<file path="src/rtl/car_pkg.sv">
package car_pkg;

   typedef enum logic [1:0] {
      ST_IDLE  = 2'd0,
      ST_LOOK  = 2'd1,
      ST_SCAN  = 2'd2,
      ST_ADMIT = 2'd3
   } car_state_e;

   // lower bound used when choosing which ring the hand sweeps
   function automatic int floor_one(input int v);
      return (v < 1) ? 1 : v;
   endfunction

endpackage

</file>
<file path="src/rtl/car_list.sv">
// Ordered list: head at index 0, tail at count-1.
// One removal at any index and one append may happen in the same cycle.
module car_list #(
   parameter int W     = 8,
   parameter int DEPTH = 8
) (
   input  logic                       clk,
   input  logic                       rst_n,
   input  logic                       rm,
   input  logic [$clog2(DEPTH)-1:0]   rm_idx,
   input  logic                       push,
   input  logic [W-1:0]               push_data,
   output logic [W-1:0]               ents [DEPTH],
   output logic [$clog2(DEPTH+1)-1:0] cnt
);
   localparam int CW = $clog2(DEPTH+1);

   generate
      if (DEPTH < 2) begin : g_bad_depth
         $error("car_list: DEPTH must be at least 2");
      end
      if (W < 1) begin : g_bad_width
         $error("car_list: W must be at least 1");
      end
   endgenerate

   logic [W-1:0]  q    [DEPTH];
   logic [W-1:0]  ext  [DEPTH+1];
   logic [W-1:0]  nxt  [DEPTH];
   logic [CW-1:0] cnt_q, cnt_mid, cnt_nxt;

   always_comb begin
      for (int i = 0; i < DEPTH; i++) ext[i] = q[i];
      ext[DEPTH] = '0;
      cnt_mid = cnt_q - CW'(rm);
      for (int i = 0; i < DEPTH; i++) begin
         if (rm && i >= int'(rm_idx)) nxt[i] = ext[i+1];
         else                         nxt[i] = q[i];
         if (push && i == int'(cnt_mid)) nxt[i] = push_data;
      end
      cnt_nxt = cnt_mid + CW'(push);
   end

   generate
      for (genvar g = 0; g < DEPTH; g++) begin : g_ent
         always_ff @(posedge clk) begin
            if (!rst_n) q[g] <= '0;
            else        q[g] <= nxt[g];
         end
      end
   endgenerate

   always_ff @(posedge clk) begin
      if (!rst_n) cnt_q <= '0;
      else        cnt_q <= cnt_nxt;
   end

   assign ents = q;
   assign cnt  = cnt_q;

   AST_LIST_NO_OVERFLOW: assert property (@(posedge clk) disable iff (!rst_n)
      (push && !rm) |-> (int'(cnt_q) < DEPTH));
   AST_LIST_RM_LEGAL: assert property (@(posedge clk) disable iff (!rst_n)
      rm |-> (int'(rm_idx) < int'(cnt_q)));

endmodule

</file>
<file path="src/rtl/car_engine.sv">
module car_engine #(
   parameter int C     = 8,
   parameter int TAG_W = 8
) (
   input  logic                 clk,
   input  logic                 rst_n,
   input  logic                 req_valid,
   output logic                 req_ready,
   input  logic [TAG_W-1:0]     req_tag,
   output logic                 resp_valid,
   output logic                 resp_hit,
   output logic [$clog2(C)-1:0] resp_slot,
   output logic                 resp_victim_valid,
   output logic [TAG_W-1:0]     resp_victim_tag
);
   import car_pkg::*;

   localparam int SW  = $clog2(C);
   localparam int EW  = TAG_W + SW;
   localparam int GD  = C + 1;
   localparam int GIW = $clog2(GD);
   localparam int TCW = $clog2(C + 1);
   localparam int GCW = $clog2(GD + 1);
   localparam int PW  = $clog2(2*C + 2) + 1;

   generate
      if (C < 2) begin : g_bad_c
         $error("car_engine: C must be at least 2");
      end
      if (TAG_W < 1) begin : g_bad_tag
         $error("car_engine: TAG_W must be at least 1");
      end
   endgenerate

   car_state_e        st;
   logic [TAG_W-1:0]  tag_q, vt_q;
   logic [PW-1:0]     p_q, scan_n;
   logic [C-1:0]      ref_q, used_q;
   logic [SW-1:0]     slot_q;
   logic              hit_q, vv_q, rv_q, g1_q, g2_q;
   logic [GIW-1:0]    gidx_q;

   logic [EW-1:0]     t1_e [C];
   logic [EW-1:0]     t2_e [C];
   logic [TAG_W-1:0]  b1_e [GD];
   logic [TAG_W-1:0]  b2_e [GD];
   logic [TCW-1:0]    t1_n, t2_n;
   logic [GCW-1:0]    b1_n, b2_n;

   logic              t1_rm, t1_push, t2_rm, t2_push, b1_rm, b1_push, b2_rm, b2_push;
   logic [SW-1:0]     t1_ri, t2_ri;
   logic [GIW-1:0]    b1_ri, b2_ri;
   logic [EW-1:0]     t1_pd, t2_pd;
   logic [TAG_W-1:0]  b1_pd, b2_pd;

   car_list #(.W(EW), .DEPTH(C)) u_t1 (
      .clk(clk), .rst_n(rst_n), .rm(t1_rm), .rm_idx(t1_ri),
      .push(t1_push), .push_data(t1_pd), .ents(t1_e), .cnt(t1_n));
   car_list #(.W(EW), .DEPTH(C)) u_t2 (
      .clk(clk), .rst_n(rst_n), .rm(t2_rm), .rm_idx(t2_ri),
      .push(t2_push), .push_data(t2_pd), .ents(t2_e), .cnt(t2_n));
   car_list #(.W(TAG_W), .DEPTH(GD)) u_b1 (
      .clk(clk), .rst_n(rst_n), .rm(b1_rm), .rm_idx(b1_ri),
      .push(b1_push), .push_data(b1_pd), .ents(b1_e), .cnt(b1_n));
   car_list #(.W(TAG_W), .DEPTH(GD)) u_b2 (
      .clk(clk), .rst_n(rst_n), .rm(b2_rm), .rm_idx(b2_ri),
      .push(b2_push), .push_data(b2_pd), .ents(b2_e), .cnt(b2_n));

   // occupancy
   logic [PW-1:0] res_n, all_n;
   logic          full;
   assign res_n = PW'(t1_n) + PW'(t2_n);
   assign all_n = res_n + PW'(b1_n) + PW'(b2_n);
   assign full  = (res_n == PW'(C));

   // associative searches
   logic              th, g1h, g2h;
   logic [SW-1:0]     th_slot, fs;
   logic [GIW-1:0]    g1i, g2i;
   always_comb begin
      th = 1'b0; th_slot = '0;
      for (int i = 0; i < C; i++) begin
         if (i < int'(t1_n) && t1_e[i][EW-1:SW] == tag_q) begin
            th = 1'b1; th_slot = t1_e[i][SW-1:0];
         end
         if (i < int'(t2_n) && t2_e[i][EW-1:SW] == tag_q) begin
            th = 1'b1; th_slot = t2_e[i][SW-1:0];
         end
      end
      g1h = 1'b0; g1i = '0; g2h = 1'b0; g2i = '0;
      for (int i = 0; i < GD; i++) begin
         if (i < int'(b1_n) && b1_e[i] == tag_q) begin g1h = 1'b1; g1i = GIW'(i); end
         if (i < int'(b2_n) && b2_e[i] == tag_q) begin g2h = 1'b1; g2i = GIW'(i); end
      end
      fs = '0;
      for (int i = C-1; i >= 0; i--) if (!used_q[i]) fs = SW'(i);
   end

   // hand selection
   logic          use_t1, hd_ref;
   logic [EW-1:0] hd;
   logic [SW-1:0] hd_slot;
   assign use_t1  = int'(t1_n) >= floor_one(int'(p_q));
   assign hd      = use_t1 ? t1_e[0] : t2_e[0];
   assign hd_slot = hd[SW-1:0];
   assign hd_ref  = ref_q[hd_slot];

   // list control
   always_comb begin
      t1_rm = 1'b0; t1_ri = '0; t1_push = 1'b0; t1_pd = {tag_q, slot_q};
      t2_rm = 1'b0; t2_ri = '0; t2_push = 1'b0; t2_pd = {tag_q, slot_q};
      b1_rm = 1'b0; b1_ri = '0; b1_push = 1'b0; b1_pd = hd[EW-1:SW];
      b2_rm = 1'b0; b2_ri = '0; b2_push = 1'b0; b2_pd = hd[EW-1:SW];
      if (st == ST_SCAN) begin
         if (use_t1) begin
            t1_rm = 1'b1;
            if (hd_ref) begin t2_push = 1'b1; t2_pd = hd; end
            else        b1_push = 1'b1;
         end else begin
            t2_rm = 1'b1;
            if (hd_ref) begin t2_push = 1'b1; t2_pd = hd; end
            else        b2_push = 1'b1;
         end
      end else if (st == ST_ADMIT) begin
         if (g1_q) begin
            b1_rm = 1'b1; b1_ri = gidx_q; t2_push = 1'b1;
         end else if (g2_q) begin
            b2_rm = 1'b1; b2_ri = gidx_q; t2_push = 1'b1;
         end else begin
            if (PW'(t1_n) + PW'(b1_n) == PW'(C)) b1_rm = 1'b1;
            else if (all_n == PW'(2*C))          b2_rm = 1'b1;
            t1_push = 1'b1;
         end
      end
   end

   // sequencing
   always_ff @(posedge clk) begin
      if (!rst_n) begin
         st <= ST_IDLE; tag_q <= '0; vt_q <= '0; p_q <= '0; scan_n <= '0;
         ref_q <= '0; used_q <= '0; slot_q <= '0; hit_q <= 1'b0; vv_q <= 1'b0;
         rv_q <= 1'b0; g1_q <= 1'b0; g2_q <= 1'b0; gidx_q <= '0;
      end else begin
         rv_q <= 1'b0;
         case (st)
            ST_IDLE: if (req_valid) begin
               tag_q <= req_tag;
               st    <= ST_LOOK;
            end
            ST_LOOK: if (th) begin
               ref_q[th_slot] <= 1'b1;
               slot_q <= th_slot; hit_q <= 1'b1; vv_q <= 1'b0; rv_q <= 1'b1;
               st     <= ST_IDLE;
            end else begin
               g1_q   <= g1h;
               g2_q   <= g2h;
               gidx_q <= g1h ? g1i : g2i;
               hit_q  <= 1'b0;
               if (full) begin
                  scan_n <= '0;
                  st     <= ST_SCAN;
               end else begin
                  slot_q     <= fs;
                  used_q[fs] <= 1'b1;
                  vv_q       <= 1'b0;
                  st         <= ST_ADMIT;
               end
            end
            ST_SCAN: begin
               scan_n <= scan_n + 1'b1;
               if (hd_ref) ref_q[hd_slot] <= 1'b0;
               else begin
                  slot_q <= hd_slot; vv_q <= 1'b1; vt_q <= hd[EW-1:SW];
                  st     <= ST_ADMIT;
               end
            end
            default: begin
               ref_q[slot_q] <= 1'b0;
               if (g1_q && p_q < PW'(C))      p_q <= p_q + 1'b1;
               else if (g2_q && p_q != '0)    p_q <= p_q - 1'b1;
               rv_q <= 1'b1;
               st   <= ST_IDLE;
            end
         endcase
      end
   end

   assign req_ready         = (st == ST_IDLE);
   assign resp_valid        = rv_q;
   assign resp_hit          = hit_q;
   assign resp_slot         = slot_q;
   assign resp_victim_valid = vv_q;
   assign resp_victim_tag   = vt_q;

   AST_RES_BOUND: assert property (@(posedge clk) disable iff (!rst_n)
      res_n <= PW'(C));
   AST_ALL_BOUND: assert property (@(posedge clk) disable iff (!rst_n)
      all_n <= PW'(2*C));
   AST_HIT_NO_HAND: assert property (@(posedge clk) disable iff (!rst_n)
      (st == ST_LOOK && th) |=> ($stable(t1_n) && $stable(t2_n) && $stable(b1_n) && $stable(b2_n)));
   AST_VICTIM_ONLY_FULL: assert property (@(posedge clk) disable iff (!rst_n)
      (st == ST_LOOK && !th && !full) |=> (st == ST_ADMIT));
   AST_ADMIT_REF_CLEAR: assert property (@(posedge clk) disable iff (!rst_n)
      (st == ST_ADMIT) |=> !ref_q[slot_q]);
   AST_P_RANGE: assert property (@(posedge clk) disable iff (!rst_n)
      p_q <= PW'(C));
   AST_P_STEP: assert property (@(posedge clk) disable iff (!rst_n)
      !$stable(p_q) |-> (p_q == $past(p_q) + 1'b1 || p_q == $past(p_q) - 1'b1));
   AST_SCAN_LIMIT: assert property (@(posedge clk) disable iff (!rst_n)
      (st == ST_SCAN) |-> (scan_n < PW'(2*C)));
   AST_RESP_PULSE: assert property (@(posedge clk) disable iff (!rst_n)
      rv_q |=> !rv_q);

endmodule

</file>
<file path="config.mk">
export PLATFORM = sky130hd
export DESIGN_NAME = car_engine
export DESIGN_NICKNAME = d
export VERILOG_FILES = /design/src/rtl/car_pkg.sv /design/src/rtl/car_list.sv /design/src/rtl/car_engine.sv
export SDC_FILE = /design/constraint.sdc
export NUM_CORES = 1
export LEC_CHECK = 0
export CELL_PAD_IN_SITES_DETAIL_PLACEMENT = 1
export CELL_PAD_IN_SITES_GLOBAL_PLACEMENT = 1
export CORE_MARGIN = 4
export CORE_UTILIZATION = 50
export CTS_BUF_LIST = sky130_fd_sc_hd__clkbuf_8
export DETAILED_ROUTE_END_ITERATION = 10
export PLACE_DENSITY_LB_ADDON = 0.1
export SYNTH_ARGS = -nofsm -noshare
export SYNTH_HDL_FRONTEND = slang
export SYNTH_SLANG_ARGS = --single-unit
</file>
<file path="constraint.sdc">
create_clock -name clk -period 6.2 [get_ports clk]
set_input_delay 1.24 -clock clk [delete_from_list [all_inputs] [get_ports clk]]
set_output_delay 1.24 -clock clk [all_outputs]
set_load 0.05 [all_outputs]
</file>
**Word-level counts from Yosys, hierarchy flattened**

Index checks and enable logic that the tools add are counted.
Widths: inputs -> output; s select.

- Register bits after elaboration: 388
- Input port bits: 11
- Word-level logic and storage cells: 571

- Add/sub/neg operators: 14
- Order comparisons: 63
- Equal/unequal tests: 75
- Mux-type cells: 213
- Bitwise gates (word level): 11
- Reductions and logical operators: 144

Operator list:

| cell | number |
|---|---|
| $mux 11 | 35 |
| $mux 8 | 38 |
| $eq 8x8->1 | 34 |
| $logic_and 1x1->1 | 92 |
| $mux 4 | 22 |
| $mux 3 | 27 |
| $mux 1 | 75 |
| $eq 4x4->1 const A | 18 |
| $reduce_bool 2->1 | 36 |
| $lt 3x4->1 const A | 16 |
| $eq 3x4->1 const A | 8 |
| $ge 3x4->1 const A | 8 |
| $lt 1x4->1 const A | 8 |
| $lt 2x4->1 const A | 8 |
| $pmux 8 s3 | 1 |
| $mux 6 | 3 |
| $add 4x1->4 | 4 |
| $and 8x8->8 | 2 |
| $eq 2x4->1 const A | 4 |
| $ge 1x4->1 const A | 4 |
| $ge 2x4->1 const A | 4 |
| $logic_not 4->1 | 4 |
| $lt 3x4->1 const B | 4 |
| $not 8->8 | 2 |
| other kinds (32) | 63 |

**Longest topological paths before layout**

Gate-level depths: netlist of run 1.

- Depth in word-level cells: 25
- Mapped depth: 23

**Hierarchy**

Synthesis of run 1 repeated with hierarchy kept, for this count alone.

- Cell total of the unflattened synthesis: 2815
- Area total of the unflattened synthesis: 24999.0 sq um

Modules (own cells, without submodules):

| module | instances | cells an instance | area each (sq um) |
|---|---|---|---|
| car_list (u_t1 ...) | 2 | 458 | 4523.1 |
| car_list (u_b1 ...) | 2 | 427 | 4065.1 |
| car_engine | 1 | 1045 | 7822.5 |

**Least setup slack after synthesis of run 1**

No wires, ideal clock.

- Kind: flip-flop to flip-flop
- From: reg u_t1.cnt_q[0], in the netlist u_t1.cnt[0]
- To: reg u_b2.q (netlist bit u_b2.ents[30])
- Arrival: 4929 ps
- Required time: 6078 ps
- Setup slack: 1149 ps
- Cell stages (with the launch flop): 22
- Path buffers: 1
- Clock period less this slack: 5051 ps
- Path through: dfxtp_1 -> ha_1 -> fa_1 -> inv_1 -> fa_1 -> inv_1 -> ha_1 -> inv_1 -> fa_1 -> or4b_2 -> a311oi_1 -> o21ai_0 -> inv_1 -> ha_1 -> and3_1 -> xnor2_1 -> and2_1 -> nand3_1 -> nor4_4 -> buf_4 -> nor2_1 -> a221o_1

- Longest elaborated chain between the ends: 14
- Elaborated cells on any way between the ends: 25
- Those cells by class: add/sub (5); order compare (1); eq/ne (3); mux (13); reduce/logical (3)

RTL lines:

| item | RTL line | text |
|---|---|---|
| from (decl) | car_list.sv:30 | `logic [CW-1:0] cnt_q, cnt_mid, cnt_nxt;` |
| from (signal assigned) | car_list.sv:55 | `else cnt_q <= cnt_nxt;` |
| $add 4x4->5 | car_engine.sv:72 | `assign res_n = PW'(t1_n) + PW'(t2_n);` |
| $add 5x4->6 | car_engine.sv:73 | `assign all_n = res_n + PW'(b1_n) + PW'(b2_n);` |
| $add 6x4->6 | car_engine.sv:73 |  |
| $eq 6x5->1 | car_engine.sv:131 | `else if (all_n == PW'(2*C)) b2_rm = 1'b1;` |
| $mux 1 | car_engine.sv:131 |  |
| $mux 1 | car_engine.sv:130 | `if (PW'(t1_n) + PW'(b1_n) == PW'(C)) b1_rm = 1'b1;` |
| $mux 1 | car_engine.sv:127 | `end else if (g2_q) begin` |
| $mux 1 | car_engine.sv:125 | `if (g1_q) begin` |
| $mux 1 | car_engine.sv:124 | `end else if (st == ST_ADMIT) begin` |
| $mux 1 | car_engine.sv:114 | `if (st == ST_SCAN) begin` |
| $sub 4x1->4 | car_list.sv:35 | `cnt_mid = cnt_q - CW'(rm);` |
| $eq 4x4->1 | car_list.sv:39 | `if (push && i == int'(cnt_mid)) nxt[i] = push_data;` |
| $logic_and 1x1->1 | car_list.sv:39 |  |
| $mux 8 / $reduce_bool 2->1 (equally long branches) | - |  |
| to (signal, indexed assignment) | car_list.sv:48 | `else q[g] <= nxt[g];` |
| to (decl) | car_list.sv:27 | `logic [W-1:0] q [DEPTH];` |

Parallel ways exist; a longest one is shown, timed or not. The select of a mux whose other input is x is not followed.
A chain may end at the register's enable or synchronous reset.

**Worst setup path after layout of run 1**

- From: reg u_t2.cnt_q[1], in the netlist u_t2.cnt[1]
- To: reg u_b2.q (netlist bit u_b2.ents[48])

- Longest elaborated chain between the ends: 14
- Elaborated cells on any way between the ends: 16
- Those cells by class: add/sub (4); eq/ne (2); mux (7); reduce/logical (3)

RTL lines:

| item | RTL line |
|---|---|
| from (decl) | car_list.sv:30 |
| from (signal assigned) | car_list.sv:55 |
| $add 4x4->5 (*) | car_engine.sv:72 |
| $add 5x4->6 (*) | car_engine.sv:73 |
| $add 6x4->6 (*) | car_engine.sv:73 |
| $eq 6x5->1 (*) | car_engine.sv:131 |
| $mux 1 (*) | car_engine.sv:131 |
| $mux 1 (*) | car_engine.sv:130 |
| $mux 1 (*) | car_engine.sv:127 |
| $mux 1 (*) | car_engine.sv:125 |
| $mux 1 (*) | car_engine.sv:124 |
| $mux 1 (*) | car_engine.sv:114 |
| $sub 4x1->4 | car_list.sv:35 |
| $eq 3x4->1 | car_list.sv:39 |
| $logic_and 1x1->1 | car_list.sv:39 |
| $mux 8 / $reduce_bool 2->1 (equally long branches) | - |

Mark *: on every way between the ends. The rest lies on a longest branch, timed or not.

==> flow_summary.yaml, run 1 <==
status:
  status: "complete, no violations"
drt:
  drt-pass1-iter-count: 5
  drc: 0
  vias_per_cell: 6.445
  drt_wl_total_um: 84840
  wire_per_inst_um: 25.30
  drtIter0Drc: 2000
  via_count: 21610
  ant_nets: 0
floorplan:
  core_area_um2: 44610
  pin_count: 26
  die_w_um: 221.2
  die_area_um2: 48940
  die_h_um: 221.2
  initial_utilization: 0.5097
  rows: 77
synthesis:
  synth.area.top_cells: "dfxtp_1, a211oi_1, xnor2_1, nand2_1, xor2_1"
  netlist.area_leader.share: 0.3417
  syn_area_um2: 22730
  synth.avg_cell_area_um2: 8.204
  ys_warn_count: 0
  synth_top_cell_by_area: "dfxtp_1"
  ys_seq_elements: 388
  synth_cell_type_count: 82
  synth_fp_nets: 2824
  synth_ff_type: "dfxtp_1"
  synth_cells: 2771
  synth-edff-count: 0
  ys_seq_area_frac: 0.3417
  async_flop_share: 0
clocking:
  worstSkewPairLatency_ns: 0.66
  clock-sinks: 388
  numCtsBuffers: 73
  ctsHoldBuffers: 0
  clkSlewWorstSetupHoldPaths_ns: 0.06
  cts_buffer_depth: 3
  root_buffer: "clkbuf_8"
  htree_levels: 3
  cts_tree: "built"
sta:
  setup_viol: 0
  slew_headroom: 0.2134
  finalCritPeriodShare: 0.9545
  period_needed_ns: 5.918
  finalSetupTns_ns: 0
  max_freq_ghz: 0.1690
  tightestPinTransition_ns: 1.180
  finalHoldViolCount: 0
  final-max-slew-violation-count: 0
  skew_ns: 0.03119
critical_path:
  path_buf_inv: 3
  critPathMaxFanout: 16
  cp.required_ns: 6.69
  start_kind: "flip-flop"
  path_delay_family: "simple AND/OR/NAND/NOR gates"
  cp_cell_sequence: "ha_1, a21o_1, a21oi_1, xnor2_1, inv_1, fa_1, inv_1, ha_1, a211o_1, a32oi_1, a311oi_1, o21ai_0, inv_1, ha_1, and3_1, xnor2_1, nand2_1, nor3_1, nand4_1, nor2_1, a211oi_1"
  endpoint_kind: "flip-flop"
  path_class: "flip-flop to flip-flop"
  crit_arrival_ns: 6.40
  cpMaxStageDelayCell: "nand4_1"
  cp_slowest_stage_delay_ns: 0.64
global_route:
  antenna_found_initial: 3
  grt_pass1_wl_um: 130200
  first_global_vias: 21790
  track_usage: 0.3334
  grt_overflow: 0
  grt_max_degree: 143
finish:
  area_growth_pct: 8.327
  drive_gt1_frac: 0.08478
  num-nets-final: 2763
  finalInstanceArea_um2: 24630
  stdcell_count: 3353
power_and_ir_drop:
  p_switching_uw: 3185
  powerDensity_nw_per_um2: 318.4
  sw_frac_of_total: 0.4062
  power_leakage_uw: 0.009488
  ir_drop_mv: 0.2018
  p_clk_frac: 0.305
  p_int_uw: 4657
  power_uw: 7842
  seqPwrFrac: 0.369
  p_comb_frac: 0.327
place:
  port_buffers: 25
  place_inst: 3225
  place_area_um2: 23230
  routabilityCongestion: 0.9149
  dp.final_hpwl_um: 59480
hold_path:
  min_path_type: "flip-flop to flip-flop"
flow_run:
  max_cap_viol_count: 0
[path summary, 6_finish.rpt]
check	start	endpoint	slack [ns]	cells after the start
min reg2reg	u_t1.ents[0]	u_t1.ents[0]	0.47	2
max	u_t2.cnt[1]	u_b2.ents[48]	0.28	21
max reg2reg	u_t2.cnt[1]	u_b2.ents[48]	0.28	21
min	u_t1.ents[0]	u_t1.ents[0]	0.47	2
[power groups by stage]
stage / combinational [uW] / sequential [uW] / clock [uW]
finish: 2560 / 2890 / 2390
global route: 2730 / 2900 / 2540
CTS: 2510 / 2880 / 2420
detailed placement: 2490 / 2930 / 0
global placement: 2440 / 2920 / 0
floorplan: 1730 / 2830 / 0
[through the flow]
stage	util	setup slack (ns)	hold slack [ns]
after global placement	0.5208	0.5681	0.4506
final	0.5521	0.2818	0.4700
after detailed placement	0.5208	0.3848	0.4693
after CTS	0.5509	0.3638	0.4774
after global routing	0.5520	-0.06551	0.5073
after floorplan	-	1.149	0.4435
[area by class of cell]
cell class                      count  area (um^2)
Sequential cell                   388         7777
Fill cell                        5352        19980
Inverter                           66        255.2
Tap cell                          592        740.7
Multi-Input combinational cell   2107        13860
Timing Repair Buffer               74        650.6
Clock buffer                       86         1184
Clock inverter                     39        157.7
Antenna cell                        1        2.502
[logic make-up (layout without fill, tap and decap cells)]
family	count (synthesis)	after routing	share of synthesized area
simple gates	1028	1028	0.2172
fa+ha+maj	42	42	0.02543
other cells	0	1	0
mux	115	115	0.05300
compound gates	625	625	0.1981
flops	388	388	0.3417
buf+inv	276	265	0.05019
xor+xnor	297	297	0.1144
[cell usage in the layout (no fill, tap or decap), drive strengths merged, types with 43 or more instances in the layout]
| cell | count |
|---|---|
| inv | 100 |
| clkbuf | 86 |
| mux2 | 43 |
| and2 | 86 |
| nor2 | 254 |
| o21ai | 88 |
| xnor2 | 159 |
| dfxtp | 388 |
| a311oi | 57 |
| a211oi | 217 |
| nand3 | 118 |
| nand2 | 341 |
| nor4 | 43 |
| mux2i | 72 |
| xor2 | 138 |
| nand4 | 52 |
| buf | 50 |
| a21oi | 77 |
[flip-flops by register name (all words and copies together) (netlist names), 8 cells and up]
| register | flops |
|---|---|
| ref_q | 8 |
| resp_victim_tag | 8 |
| tag_q | 8 |
| u_b1.ents | 72 |
| u_b2.ents | 72 |
| u_t1.ents | 88 |
| u_t2.ents | 88 |
| used_q | 8 |
[cells in the mapped netlist (5+ instances only)]
master     count
mux2_1         7
a311oi_1      57
o21ai_1        9
nand2b_1       8
o22ai_1        7
o211a_1        5
nor3_1        35
and3_1        13
o211ai_1      37
buf_2         48
buf_1         12
nand2_1      341
o2bb2ai_1      8
dfxtp_1      388
xor2_1       138
nor2b_1       27
nor4_4         6
a221o_1       16
o21ai_0       78
or4_1         10
nand4_1       52
fa_1           7
and2_1        86
a31oi_1       14
a21oi_1       66
clkbuf_1     141
nand3_1      118
nor4_1        35
o31ai_1        8
or3_1         15
o21a_1         5
a21o_1         7
mux2i_1       72
a32oi_1        5
buf_4          6
nor2_1       250
inv_1         65
nand3b_1       5
a21oi_2       11
a211oi_1     217
mux2_2        36
a22oi_1       36
ha_1          35
xnor2_1      159
[routing by layer]
layer  track usage  routed length [um]  up-vias  part of all wire
met5             0                   7        -          0.000083
li1              -                   -     9805                 -
met4        0.1196                2579        2             0.030
met3       0.07209                6580      181             0.078
met1        0.4656               38300    10830              0.45
met2        0.5108               37370      789              0.44
[worst reg2reg max path: cells and delay by family, from the launching register on]
kind	cells	cell delay [ns]
flops	1	0.56
buf+inv	3	0.27
simple gates	5	1.57
fa+ha+maj	4	1.24
xor+xnor	2	0.68
compound gates	7	1.43
[timing repair]
item	in CTS	in global routing
gates resized for setup	0	2
setup endpoints to repair	0	18
buffers inserted	0	2
(Power assumes the default switching activity.)
==> inputs of run 2 (changes only) <==
--- a/config.mk
+++ b/config.mk
@@ -8,10 +8,11 @@
 export CELL_PAD_IN_SITES_DETAIL_PLACEMENT = 1
 export CELL_PAD_IN_SITES_GLOBAL_PLACEMENT = 1
 export CORE_MARGIN = 4
-export CORE_UTILIZATION = 50
+export CORE_UTILIZATION = 54
 export CTS_BUF_LIST = sky130_fd_sc_hd__clkbuf_8
 export DETAILED_ROUTE_END_ITERATION = 10
 export PLACE_DENSITY_LB_ADDON = 0.1
+export SKIP_CTS_REPAIR_TIMING = 1
 export SYNTH_ARGS = -nofsm -noshare
 export SYNTH_HDL_FRONTEND = slang
 export SYNTH_SLANG_ARGS = --single-unit
==> constraint.sdc (replaced) <==
create_clock -name clk -period 7.6 [get_ports clk]
set_input_delay 1.52 -clock clk [delete_from_list [all_inputs] [get_ports clk]]
set_output_delay 1.52 -clock clk [all_outputs]
set_load 0.05 [all_outputs]
==> flow_summary.yaml, run 2 (synthesis gave the netlist of run 1 again) <==
status:
  status: "complete, no violations"
floorplan:
  die_h_um: 213.2
  core_area_um2: 41200
  rows: 74
  initial_utilization: 0.5518
  pin_count: 26
  die_w_um: 213.2
  die_area_um2: 45450
power_and_ir_drop:
  seqPwrFrac: 0.367
  p_comb_frac: 0.320
  powerDensity_nw_per_um2: 262.0
  power_leakage_uw: 0.009381
  p_switching_uw: 2564
  sw_frac_of_total: 0.4002
  p_clk_frac: 0.313
  p_int_uw: 3842
  ir_drop_mv: 0.1500
critical_path:
  crit_arrival_ns: 6.47
  timing.rr.start: "u_t2.cnt[1]"
  reg2reg_to: "u_b2.ents[71]"
  endpoint_kind: "flip-flop"
  cp_cell_sequence: "ha_1, a21o_1, a21oi_1, xnor2_1, inv_1, fa_1, inv_1, ha_1, a211o_1, a32oi_1, a311oi_1, o21ai_0, inv_1, ha_1, and3_1, xnor2_1, and2_1, nand3_1, nor4_4, a211oi_1, a211oi_1"
  critPathMaxFanout: 16
  reg2reg_depth: 21
  cp_slowest_stage_delay_ns: 0.71
  reg2reg_slack_ns: 1.68
  cp.required_ns: 8.15
  start_kind: "flip-flop"
  path_class: "flip-flop to flip-flop"
  cpMaxStageDelayCell: "nor4_4"
drt:
  ant_nets: 0
  wire_per_inst_um: 24.97
  vias_per_cell: 6.604
  drc: 0
  drtIter0Drc: 2083
  drt_wl_total_um: 81790
  drt-pass1-iter-count: 6
  via_count: 21630
global_route:
  first_global_vias: 21790
  grt_pass1_wl_um: 126300
  grt_max_degree: 118
  antenna_found_initial: 2
  track_usage: 0.3526
  grt_overflow: 0
place:
  routabilityCongestion: 0.9681
  port_buffers: 25
  place_area_um2: 23050
  dp.final_hpwl_um: 57280
hold_path:
  holdPathEnd: "used_q[6]"
  hp-start: "used_q[6]"
  min_path_cells: 2
  min_path_type: "flip-flop to flip-flop"
sta:
  finalCritPeriodShare: 0.7791
  finalSetupTns_ns: 0
  tightestPinTransition_ns: 1.256
  rsz0062_at_grt: "false"
  max_freq_ghz: 0.1689
  final-max-slew-violation-count: 0
  setup_viol: 0
  skew_ns: 0.02241
  finalHoldViolCount: 0
  slew_headroom: 0.1595
  period_needed_ns: 5.921
clocking:
  htree_levels: 3
  clock-sinks: 388
  numCtsBuffers: 70
  worstSkewPairLatency_ns: 0.65
  cts_tree: "built"
  root_buffer: "clkbuf_8"
  cts_buffer_depth: 3
  clkSlewWorstSetupHoldPaths_ns: 0.06
finish:
  fillers: 4943
  multi_input_area_um2: 13840
  finalInstanceArea_um2: 24450
  area_growth_pct: 7.540
  mostFrequentLayoutCell: "dfxtp_1"
  drive_gt1_frac: 0.08169
  num-nets-final: 2746
  final_cell_mix: "dfxtp_1, nand2_1, nor2_1"
  ff_latch_area_um2: 7777
flow_run:
  max_cap_viol_count: 0
==> run 2: final cells by class <==
cell class | instances | area share
multi-input cells | 2107 | 0.5663
flip-flops and latches | 388 | 0.3181
clock buffers | 92 | 0.05179
well taps | 532 | 0.02723
repair buffers | 60 | 0.02078
inverters | 66 | 0.01044
clock inverters | 29 | 0.005271
diodes | 1 | 0.0001024
==> run 2: worst max-delay path by stage <==
| stage | to | slack [ns] | from | depth (start not counted) |
|---|---|---|---|---|
| final | u_b2.ents[71] | 1.68 | u_t2.cnt[1] | 21 |
| after global placement | u_b2.ents[33] | 1.99 | u_t1.cnt[0] | 20 |
| after CTS | u_b2.ents[71] | 1.72 | u_t1.cnt[0] | 20 |
| after floorplan | u_b2.ents[30] | 2.55 | u_t1.cnt[0] | 21 |
| after global routing | u_b2.ents[67] | 1.16 | u_t1.cnt[1] | 21 |
| after detailed placement | u_b2.ents[67] | 1.78 | u_t1.cnt[0] | 20 |
==> run 2: critical path: cells and delay by family (launching register included) <==
family / cells / cell delay (ns)
and+or+nand+nor: 4 / 1.33
AOI/OAI and AO/OA: 8 / 1.73
DFF: 1 / 0.58
buffers and inverters: 3 / 0.22
adders and majority gates: 4 / 1.24
xor gates and xnor gates: 2 / 0.69
==> run 2: power by group through the flow <==
stage                     Clock (uW)  Combinational, uW  Sequential [uW]
after floorplan                    0               1410             2310
after CTS                       2020               2010             2340
final                           2000               2050             2350
after detailed placement           0               1990             2390
after global placement             0               1940             2380
after global routing            2120               2200             2360
==> run 2: stage by stage <==
step | hold WS, ns | total power (uW) | instances | setup slack [ns] | util
6_report | 0.4898 | 6406 | 3275 | 1.679 | 0.5934
4_1_cts | 0.4882 | 6375 | 3274 | 1.716 | 0.5933
5_1_grt | 0.5121 | 6675 | 3275 | 1.155 | 0.5934
3_5_place_dp | 0.4622 | 4380 | 3153 | 1.784 | 0.5595
2_1_floorplan | 0.4435 | 3721 | 2771 | 2.549 | -
3_3_place_gp | 0.4501 | 4311 | 3153 | 1.985 | 0.5595
==> run 2: layer usage <==
metal	vias to the layer above	GRT usage	share of wire
met4	2	0.1324	0.039
met3	224	0.08316	0.080
met2	782	0.5573	0.45
met5	-	0	0.00023
li1	9768	-	-
met1	10850	0.4716	0.43
